[src/rtl/conv_res_pkg.sv]
package conv_res_pkg;
   localparam int RES_W  = 10;
   localparam int BYTE_W = 8;

   typedef logic [RES_W-1:0]  res_t;
   typedef logic [BYTE_W-1:0] byte_t;

   // high byte of a result as laid out for the selected alignment
   function automatic byte_t fmt_hi(res_t v, logic left);
      return left ? v[9:2] : {6'b0, v[9:8]};
   endfunction

   // low byte of a result as laid out for the selected alignment
   function automatic byte_t fmt_lo(res_t v, logic left);
      return left ? {v[1:0], 6'b0} : v[7:0];
   endfunction
endpackage

[src/rtl/conv_res_ring.sv]
module conv_res_ring
   import conv_res_pkg::*;
#(
   parameter int SLOTS = 8,
   localparam int IDX_W = (SLOTS > 1) ? $clog2(SLOTS) : 1
) (
   input  logic                        clk,
   input  logic                        rst_n,
   input  logic                        push,
   input  logic [RES_W-1:0]            push_data,
   input  logic                        done_v,
   input  logic [IDX_W-1:0]            done_idx,
   input  logic                        ovr_clr,
   output logic [SLOTS-1:0][RES_W-1:0] slot_q,
   output logic [IDX_W-1:0]            wptr,
   output logic                        ovr_q
);
   logic [SLOTS-1:0] pend;
   logic [SLOTS-1:0] we;
   logic [SLOTS-1:0] rel;
   logic             hit_unread;

   generate
      for (genvar g = 0; g < SLOTS; g++) begin : g_slot_dec
         assign we[g]  = push   && (wptr     == IDX_W'(g));
         assign rel[g] = done_v && (done_idx == IDX_W'(g));
      end
   endgenerate

   // a result lands on a slot whose last value was never read in order
   assign hit_unread = push && pend[wptr] && !(done_v && (done_idx == wptr));

   always_ff @(posedge clk) begin
      if (!rst_n) begin
         slot_q <= '0;
         pend   <= '0;
      end else begin
         for (int i = 0; i < SLOTS; i++) begin
            if (we[i]) begin
               slot_q[i] <= push_data;
               pend[i]   <= 1'b1;
            end else if (rel[i]) begin
               pend[i]   <= 1'b0;
            end
         end
      end
   end

   always_ff @(posedge clk) begin
      if (!rst_n)
         wptr <= '0;
      else if (push)
         wptr <= (wptr == IDX_W'(SLOTS-1)) ? '0 : wptr + 1'b1;
   end

   always_ff @(posedge clk) begin
      if (!rst_n)
         ovr_q <= 1'b0;
      else if (hit_unread)
         ovr_q <= 1'b1;
      else if (ovr_clr)
         ovr_q <= 1'b0;
   end
endmodule

[src/rtl/conv_res_latch.sv]
module conv_res_latch
   import conv_res_pkg::*;
#(
   parameter int PAIR_W = 4
) (
   input  logic              clk,
   input  logic              rst_n,
   input  logic              cap,
   input  logic [PAIR_W-1:0] cap_pair,
   input  logic [BYTE_W-1:0] cap_byte,
   input  logic              rel,
   input  logic [PAIR_W-1:0] q_pair,
   output logic              hit,
   output logic              lat_v,
   output logic [PAIR_W-1:0] lat_pair,
   output logic [BYTE_W-1:0] lat_byte
);
   assign hit = lat_v && (lat_pair == q_pair);

   always_ff @(posedge clk) begin
      if (!rst_n) begin
         lat_v    <= 1'b0;
         lat_pair <= '0;
         lat_byte <= '0;
      end else if (cap) begin
         lat_v    <= 1'b1;
         lat_pair <= cap_pair;
         lat_byte <= cap_byte;
      end else if (rel && hit) begin
         lat_v    <= 1'b0;
      end
   end
endmodule

[src/rtl/conv_result_bank.sv]
module conv_result_bank
   import conv_res_pkg::*;
#(
   parameter int SLOTS     = 8,
   parameter int ADDR_W    = 6,
   parameter int SLOT_BASE = 16,
   localparam int IDX_W    = (SLOTS > 1) ? $clog2(SLOTS) : 1,
   localparam int PAIR_W   = $clog2(SLOTS + 1),
   localparam int STAT_A   = 2
) (
   input  logic              clk,
   input  logic              rst_n,
   input  logic              res_valid,
   input  logic [RES_W-1:0]  res_data,
   input  logic              align_left,
   input  logic              buf_mode,
   input  logic              rd_en,
   input  logic              wr_en,
   input  logic [ADDR_W-1:0] addr,
   input  logic [BYTE_W-1:0] wdata,
   output logic [BYTE_W-1:0] rdata,
   output logic              ovr_flag
);
   generate
      if (SLOTS < 1 || SLOTS > 16) begin : g_bad_slots
         $error("SLOTS must be 1..16");
      end
      if (SLOT_BASE < 4 || (SLOT_BASE % 2) != 0) begin : g_bad_base
         $error("SLOT_BASE must be even and above the status byte");
      end
      if ((1 << ADDR_W) < SLOT_BASE + 2*SLOTS) begin : g_bad_addr
         $error("ADDR_W too narrow for the slot window");
      end
   endgenerate

   res_t                        main_q;
   logic [SLOTS-1:0][RES_W-1:0] slot_q;
   logic [IDX_W-1:0]            wptr;
   logic                        is_main, is_stat, is_slot, is_pair;
   logic [IDX_W-1:0]            slot_idx;
   logic [PAIR_W-1:0]           pair;
   res_t                        src;
   logic                        want_hi, first;
   byte_t                       live_byte, partner;
   logic                        rd_first, rd_second;
   logic                        hit, lat_v;
   logic [PAIR_W-1:0]           lat_pair;
   byte_t                       lat_byte;
   logic                        done_v, ovr_clr;

   // address decode
   always_comb begin
      int a;
      a        = int'(addr);
      is_main  = (a < 2);
      is_stat  = (a == STAT_A);
      is_slot  = (a >= SLOT_BASE) && (a < SLOT_BASE + 2*SLOTS);
      is_pair  = is_main || is_slot;
      slot_idx = is_slot ? IDX_W'((a - SLOT_BASE) >> 1) : '0;
      pair     = is_main ? '0 : PAIR_W'(slot_idx) + 1'b1;
   end

   assign src       = is_main ? main_q : slot_q[slot_idx];
   assign want_hi   = !addr[0];
   assign first     = (want_hi == align_left);
   assign live_byte = want_hi ? fmt_hi(src, align_left) : fmt_lo(src, align_left);
   assign partner   = want_hi ? fmt_lo(src, align_left) : fmt_hi(src, align_left);
   assign rd_first  = rd_en && is_pair && first;
   assign rd_second = rd_en && is_pair && !first;
   assign done_v    = rd_second && hit && !is_main;
   assign ovr_clr   = wr_en && is_stat && wdata[0];

   always_ff @(posedge clk) begin
      if (!rst_n)
         main_q <= '0;
      else if (res_valid)
         main_q <= res_data;
   end

   conv_res_latch #(.PAIR_W(PAIR_W)) u_lat (
      .clk      (clk),
      .rst_n    (rst_n),
      .cap      (rd_first),
      .cap_pair (pair),
      .cap_byte (partner),
      .rel      (rd_second),
      .q_pair   (pair),
      .hit      (hit),
      .lat_v    (lat_v),
      .lat_pair (lat_pair),
      .lat_byte (lat_byte)
   );

   conv_res_ring #(.SLOTS(SLOTS)) u_ring (
      .clk       (clk),
      .rst_n     (rst_n),
      .push      (res_valid && buf_mode),
      .push_data (res_data),
      .done_v    (done_v),
      .done_idx  (slot_idx),
      .ovr_clr   (ovr_clr),
      .slot_q    (slot_q),
      .wptr      (wptr),
      .ovr_q     (ovr_flag)
   );

   always_comb begin
      if (is_stat)
         rdata = {7'b0, ovr_flag};
      else if (is_pair)
         rdata = (!first && hit) ? lat_byte : live_byte;
      else
         rdata = '0;
   end
endmodule

[config.mk]
export PLATFORM = sky130hd
export DESIGN_NAME = conv_result_bank
export DESIGN_NICKNAME = d
export VERILOG_FILES = /design/src/rtl/conv_res_pkg.sv /design/src/rtl/conv_res_ring.sv /design/src/rtl/conv_res_latch.sv /design/src/rtl/conv_result_bank.sv
export SDC_FILE = /design/constraint.sdc
export NUM_CORES = 1
export LEC_CHECK = 0
export BUFFER_PORTS_ARGS = -buffer_cell sky130_fd_sc_hd__buf_2
export CORE_AREA = 8 8 112 166
export DETAILED_ROUTE_END_ITERATION = 10
export DIE_AREA = 0 0 120 174
export PLACE_DENSITY_LB_ADDON = 0.2
export RECOVER_POWER = 50
export SLEW_MARGIN = 10
export SYNTH_ARGS = -nofsm -noshare
export SYNTH_HDL_FRONTEND = slang
export SYNTH_SLANG_ARGS = --single-unit
[constraint.sdc]
create_clock -name clk -period 8.06 [get_ports clk]
set_input_delay 1.209 -clock clk [delete_from_list [all_inputs] [get_ports clk]]
set_output_delay 1.209 -clock clk [all_outputs]
set_load 0.01 [all_outputs]
==> flow_summary.toml, run 1 <==
[global_routing]
grt_pass1_vias = 5121
grt_max_degree = 119
grtUsageTotal_pct = 17.8
globalRoute.totalOverflow = 0
grt_pass1_wl_um = 28800
antenna_found_initial = 1

[critical_path]
r2r-start = "u_ring.wptr[0]$_SDFFE_PN0P_"
critPathMostFrequentCell = "buf_2"
crit_slowest_cell = "and3b_1"
ff2ff_path_depth = 5
crit_fanout = 20
timing.rr.end = "u_ring.pend[3]$_SDFFE_PN0P_"
cp.arrival_ns = 4.19
crit_buf_inv = 2
critical_path_class = "input pin to output pin"
crit_path_start_kind = "input pin"
crit_path_end_kind = "output pin"
crit_chain = "buf_2 > and3b_1 > ha_1 > xor2_1 > o21ai_0 > a32o_1 > nand4b_2 > or2_0 > a21oi_1 > buf_2"
reg2reg_slack_ns = 5.88
cp.depth = 10
cpLargestDelayFamily = "simple AND/OR/NAND/NOR gates"
max_stage_delay_ns = 0.67
worst_ep_required_time_ns = 6.85

[timing]
tightest_slew_ns = 4.40
final.setup.tns_ns = 0
setup_violations = 0
finalClockSkew_ns = 0.0106
rsz0062_at_grt = "no"
timing.hold.ws_ns = 0.464
fin_crit_sh_pct = 67.0
fmax_ghz = 0.185
period_needed_ns = 5.40
hold_violations = 0
maxSlewHeadroom_pct = -194
slew_viol_final = 119

[worst_hold_path]
min_path_type = "flop to flop"
hold_path_end = "u_ring.slot_q[12]$_SDFFE_PN0P_"
hold_depth = 2
min-delay-start = "u_ring.slot_q[12]$_SDFFE_PN0P_"

[clock_tree]
path_clk_slew_ns = 0.06
cts_buffers = 17
cts_tree = "built"
max-clock-path-buffers = 2
holdBufCountCts = 0
cts-htree-levels = 4
clock-sinks = 115
cts_setup_buffers = 0
worst_skew_pair.late_latency_ns = 0.42
clockRootBuffer = "clkbuf_16"
ctsResizeCount = 0

[floorplanning]
core-area_um2 = 16300
initial_core_util_pct = 36.0
dieArea_um2 = 20900
chipWidth_um = 120
die_height_um = 174
pin_count = 40
row_count = 58

[synth]
synthFlopType = "dfxtp_1"
synth_edf_count = 0
syn-num-nets = 765
synthDistinctLibCells = 64
yosysTopAreaCell = "dfxtp_1"
syn_area_um2 = 5880
synth_top_area_share_pct = 39.2
synthArstFlopShare_pct = 0
synth.top_cells.by_count = "nand2_1 (188), dfxtp_1 (115), a21boi_0 (91)"
syn_inst = 723
ys_warn_count = 0
synthTopCellsByArea = "dfxtp_1 (39%), nand2_1 (12%), a21boi_0 (12%)"
synth_seq_cells = 115
yosysMostFrequentCell = "nand2_1"
avgSynthCellArea_um2 = 8.13
yosysSeqAreaShare_pct = 39.2

[pwr]
internal_power_w = 0.00106
swShare_pct = 26.9
comb_power_share_pct = 8.6
power.density_nw_per_um2 = 218
power.leakage_nw = 2.33
p_clk_share_pct = 50.9
p_switching_w = 0.000389
ir_worst_vdd_uv = 126
seqPwrFrac_pct = 40.6

[drt]
highest_layer = "met4"
firstDrtPassIters = 5
vias = 5161
wl_met1_um = 7270
routedWlPerCell_um = 19.7
antenna_left = 0
vias_per_cell = 5.49
finalWirelength_um = 18500
drc = 0
drt-initial-drc-count = 449
wl_met2_um = 9750
met3WireLength_um = 886

[final_layout]
final_nets = 758
post-route-util_pct = 40.7
stdcell_area_um2 = 6640
drive_gt1_share_pct = 11.2
area_delta_synth_final_pct = 13.0

[flow_run]
cap_viol_max_count = 1

[placement]
portBuffers = 32
routabilityCongestion = 0.866
hpwl_um = 12700
place_area_um2 = 6070

[status]
status = "finished with violations"
violations = "max-capacitance violations, max-slew violations"
==> power by group through the flow <==
stage          clock (W)  sequential, W  combinational [W]
3_3_place_gp           0       0.000598           0.000117
3_5_place_dp           0       0.000598           0.000119
2_1_floorplan          0       0.000596          0.0000844
6_report        0.000735       0.000586           0.000124
5_1_grt         0.000773       0.000587           0.000134
4_1_cts         0.000743       0.000586           0.000120
==> registers in the layout (all words and copies together), names as in the netlist <==
name	flops
main_q	10
u_ring.ovr_q	1
u_ring.wptr	3
u_lat.lat_pair	4
u_ring.pend	8
u_lat.lat_byte	8
u_ring.slot_q	80
u_lat.lat_v	1
==> through the flow <==
stage	power, W	worst slack [ns]	std cells
floorplan	0.000680	3.50	723
global placement	0.000715	2.64	907
detailed placement	0.000717	2.64	907
CTS	0.00145	2.63	939
global route	0.00149	2.42	940
finish	0.00144	2.66	940
==> worst max path at each step <==
stage                     to     from
detailed placement  rdata[5]  addr[2]
finish              rdata[5]  addr[2]
global route        rdata[0]  addr[2]
global placement    rdata[5]  addr[2]
floorplan           rdata[5]  addr[4]
CTS                 rdata[5]  addr[2]
==> kinds of logic (layout without fill, tap and decap cells) <==
logic type / count (synthesis) / after routing / synth area share [%]
flops: 115 / 115 / 39.2
compound gates: 201 / 201 / 24.8
buf+inv: 76 / 82 / 5.26
xor+xnor: 6 / 6 / 0.895
other cells: 0 / 1 / 0
fa+ha+maj: 11 / 11 / 2.34
mux: 32 / 32 / 5.96
simple gates: 282 / 282 / 21.6
==> tightest hold or removal path, delay by kind of cell (launching register included) <==
family | cells | cell delay [ns]
flops | 1 | 0.30
compound gates | 1 | 0.06
simple gates | 1 | 0.04
==> cells in the final DEF, fill, tap and decap left out, types with 5 or more instances in the layout <==
master and n:
a21boi_0 91, nor3_1 5, a31oi_1 7, buf_2 31, nor2_1 17, and3_1 13, clkbuf_16 17, inv_1 13
o211ai_1 5, a21oi_1 10, mux2i_1 26, o22ai_1 11, nor2b_1 15, nand2b_1 5, o21ai_0 29, inv_6 7
a221oi_1 5, a211oi_1 6, nand2_1 188, a2bb2oi_1 6, nand3_1 17, dfxtp_1 115, ha_1 11
==> layer usage <==
metal	vias up	GRT usage, %
li1	2498	-
met4	0	8.73
met5	-	0
met1	2467	19.7
met2	157	31.8
met3	39	2.99
==> final cells by class <==
type / instances / area, um^2
multi-input combinational: 532 / 3260
timing repair buffer: 35 / 178
tap: 210 / 263
clock buffer: 17 / 425
antenna: 1 / 2.50
clock inverter: 15 / 148
fill: 1666 / 9690
inverter: 15 / 56.3
sequential: 115 / 2300
Note: power is estimated with default switching activity, not from simulation.
==> run 2, diff against run 1 <==
==> constraint.sdc (replaced) <==
create_clock -name clk -period 5 [get_ports clk]
set_input_delay 0.75 -clock clk [delete_from_list [all_inputs] [get_ports clk]]
set_output_delay 0.75 -clock clk [all_outputs]
set_load 0.01 [all_outputs]
==> run 2 against run 1 <==
Compared with the run above:
- the flow still finishes with violations (max-capacitance violations, max-slew violations)
- clock skew down 0.0026 ns
- flip-flop and latch count is the same
- count of clock-buffer cells in the layout stayed put
- via count grew 0.60%
- worst setup slack lost 1.8 ns
- die area is the same
- cell count up 0.64%
- sequential power grew 61%
- wire length fell by 0.34%
- critical endpoint is now u_lat.lat_byte[6]$_SDFFE_PN0P_
- largest cell class unchanged
==> flow_summary.toml, run 2 (same netlist as run 1, synthesis figures left out) <==
[clock_tree]
worst_skew_pair.late_latency_ns = 0.41
cts_setup_buffers = 0
clock-sinks = 115
cts_buffers = 17
path_clk_slew_ns = 0.06
max-clock-path-buffers = 2
cts_tree = "built"
clockRootBuffer = "clkbuf_16"
ctsResizeCount = 0
holdBufCountCts = 0
cts-htree-levels = 4

[status]
violations = "max-capacitance violations, max-slew violations"
status = "finished with violations"

[global_routing]
globalRoute.totalOverflow = 0
grt_max_degree = 76
grt_pass1_vias = 5135
grt_pass1_wl_um = 29000
grtUsageTotal_pct = 18.0
antenna_found_initial = 1

[placement]
place_area_um2 = 6110
portBuffers = 32
routabilityCongestion = 0.860
hpwl_um = 13100
dp_cells = 913

[final_layout]
stdcell_area_um2 = 6720
top_regs = "u_ring.slot_q x80, main_q x10"
largest_reg_flops = 80
final_cell_mix = "nand2_1 (188), dfxtp_1 (115), a21boi_0 (91)"
drive_gt1_share_pct = 11.8
post-route-util_pct = 41.1
final_common_cell = "nand2_1"
top_register = "u_ring.slot_q"
layout.cells.non_filler = 946
area_delta_synth_final_pct = 14.3
final_nets = 764

[timing]
rsz0062_at_grt = "no"
final.setup.tns_ns = 0
fmax_ghz = 0.240
hold_violations = 0
slew_viol_final = 121
setup_violations = 0
fin_crit_sh_pct = 83.2
timing.hold.ws_ns = 0.467
period_needed_ns = 4.16
tightest_slew_ns = 2.68
finalClockSkew_ns = 0.00805
maxSlewHeadroom_pct = -78.9

[pwr]
internal_power_w = 0.00179
swShare_pct = 25.1
ir_worst_vdd_uv = 241
power.density_nw_per_um2 = 356
comb_power_share_pct = 8.3
power.leakage_nw = 2.39
p_clk_share_pct = 52.3
p_switching_w = 0.000600
seqPwrFrac_pct = 39.5

[drt]
finalWirelength_um = 18400
drc = 0
firstDrtPassIters = 6
vias_per_cell = 5.49
drt-initial-drc-count = 391
routedWlPerCell_um = 19.5
antenna_left = 0
vias = 5192

[floorplanning]
initial_core_util_pct = 36.0
row_count = 58
dieArea_um2 = 20900
chipWidth_um = 120
die_height_um = 174
core-area_um2 = 16300
pin_count = 40

[critical_path]
worst_ep_required_time_ns = 5.34
crit_path_end_kind = "flop"
crit_fanout = 75
crit_path_start_kind = "input pin"
critical_path_class = "input pin to flop"
cp.arrival_ns = 4.50

[flow_run]
cap_viol_max_count = 2

[worst_hold_path]
min_path_type = "flop to flop"
[run 2: cell count changes in the layout (fill, tap and decap cells not counted)]
cell	change
inv_6	-4
buf_2	-1
buf_4	+6
clkinvlp_4	-2
clkbuf_1	+1
clkinv_2	+3
bufinv_16	+2
clkinv_4	+1
[run 2: cell type report]
type	count	area, um^2
fill	1670	9610
multi-input combinational	532	3260
sequential	115	2300
clock buffer	17	425
tap	210	263
timing repair buffer	41	221
clock inverter	15	181
inverter	15	56.3
antenna	1	2.50
[run 2: power groups by stage]
| stage | Combinational (W) | Clock, W | Sequential [W] |
|---|---|---|---|
| detailed placement | 0.000194 | 0 | 0.000964 |
| CTS | 0.000194 | 0.00127 | 0.000944 |
| global placement | 0.000190 | 0 | 0.000964 |
| floorplan | 0.000136 | 0 | 0.000960 |
| finish | 0.000198 | 0.00125 | 0.000945 |
| global route | 0.000214 | 0.00132 | 0.000946 |
[run 2: metal layers]
metal	track usage, %	vias up	part of all wire, %
met5	0	-	0
met4	9.41	0	3.9
met3	3.51	39	3.6
met2	30.9	141	52
met1	20.5	2507	41
li1	-	2505	-
[run 2: final timing paths]
check,startpoint,endpoint,slack (ns),cells past startpoint
max,rst_n,u_lat.lat_byte[6]$_SDFFE_PN0P_,0.84,4
min,u_ring.slot_q[26]$_SDFFE_PN0P_,u_ring.slot_q[26]$_SDFFE_PN0P_,0.47,2
max reg2reg,u_ring.wptr[0]$_SDFFE_PN0P_,u_ring.pend[3]$_SDFFE_PN0P_,2.93,5
min reg2reg,u_ring.slot_q[26]$_SDFFE_PN0P_,u_ring.slot_q[26]$_SDFFE_PN0P_,0.47,2
[run 2: worst max-delay path, stage by stage]
cell	delay [ns]
clkbuf_1	1.86
clkbuf_1	1.36
nand2_1	0.23
o22ai_1	0.23
[run 2: stage by stage]
step | worst slack [ns] | total power (W)
6_report | 0.838 | 0.00239
5_1_grt | 0.400 | 0.00248
4_1_cts | 0.893 | 0.00241
3_5_place_dp | 0.916 | 0.00116
3_3_place_gp | 0.947 | 0.00115
2_1_floorplan | 1.36 | 0.00110
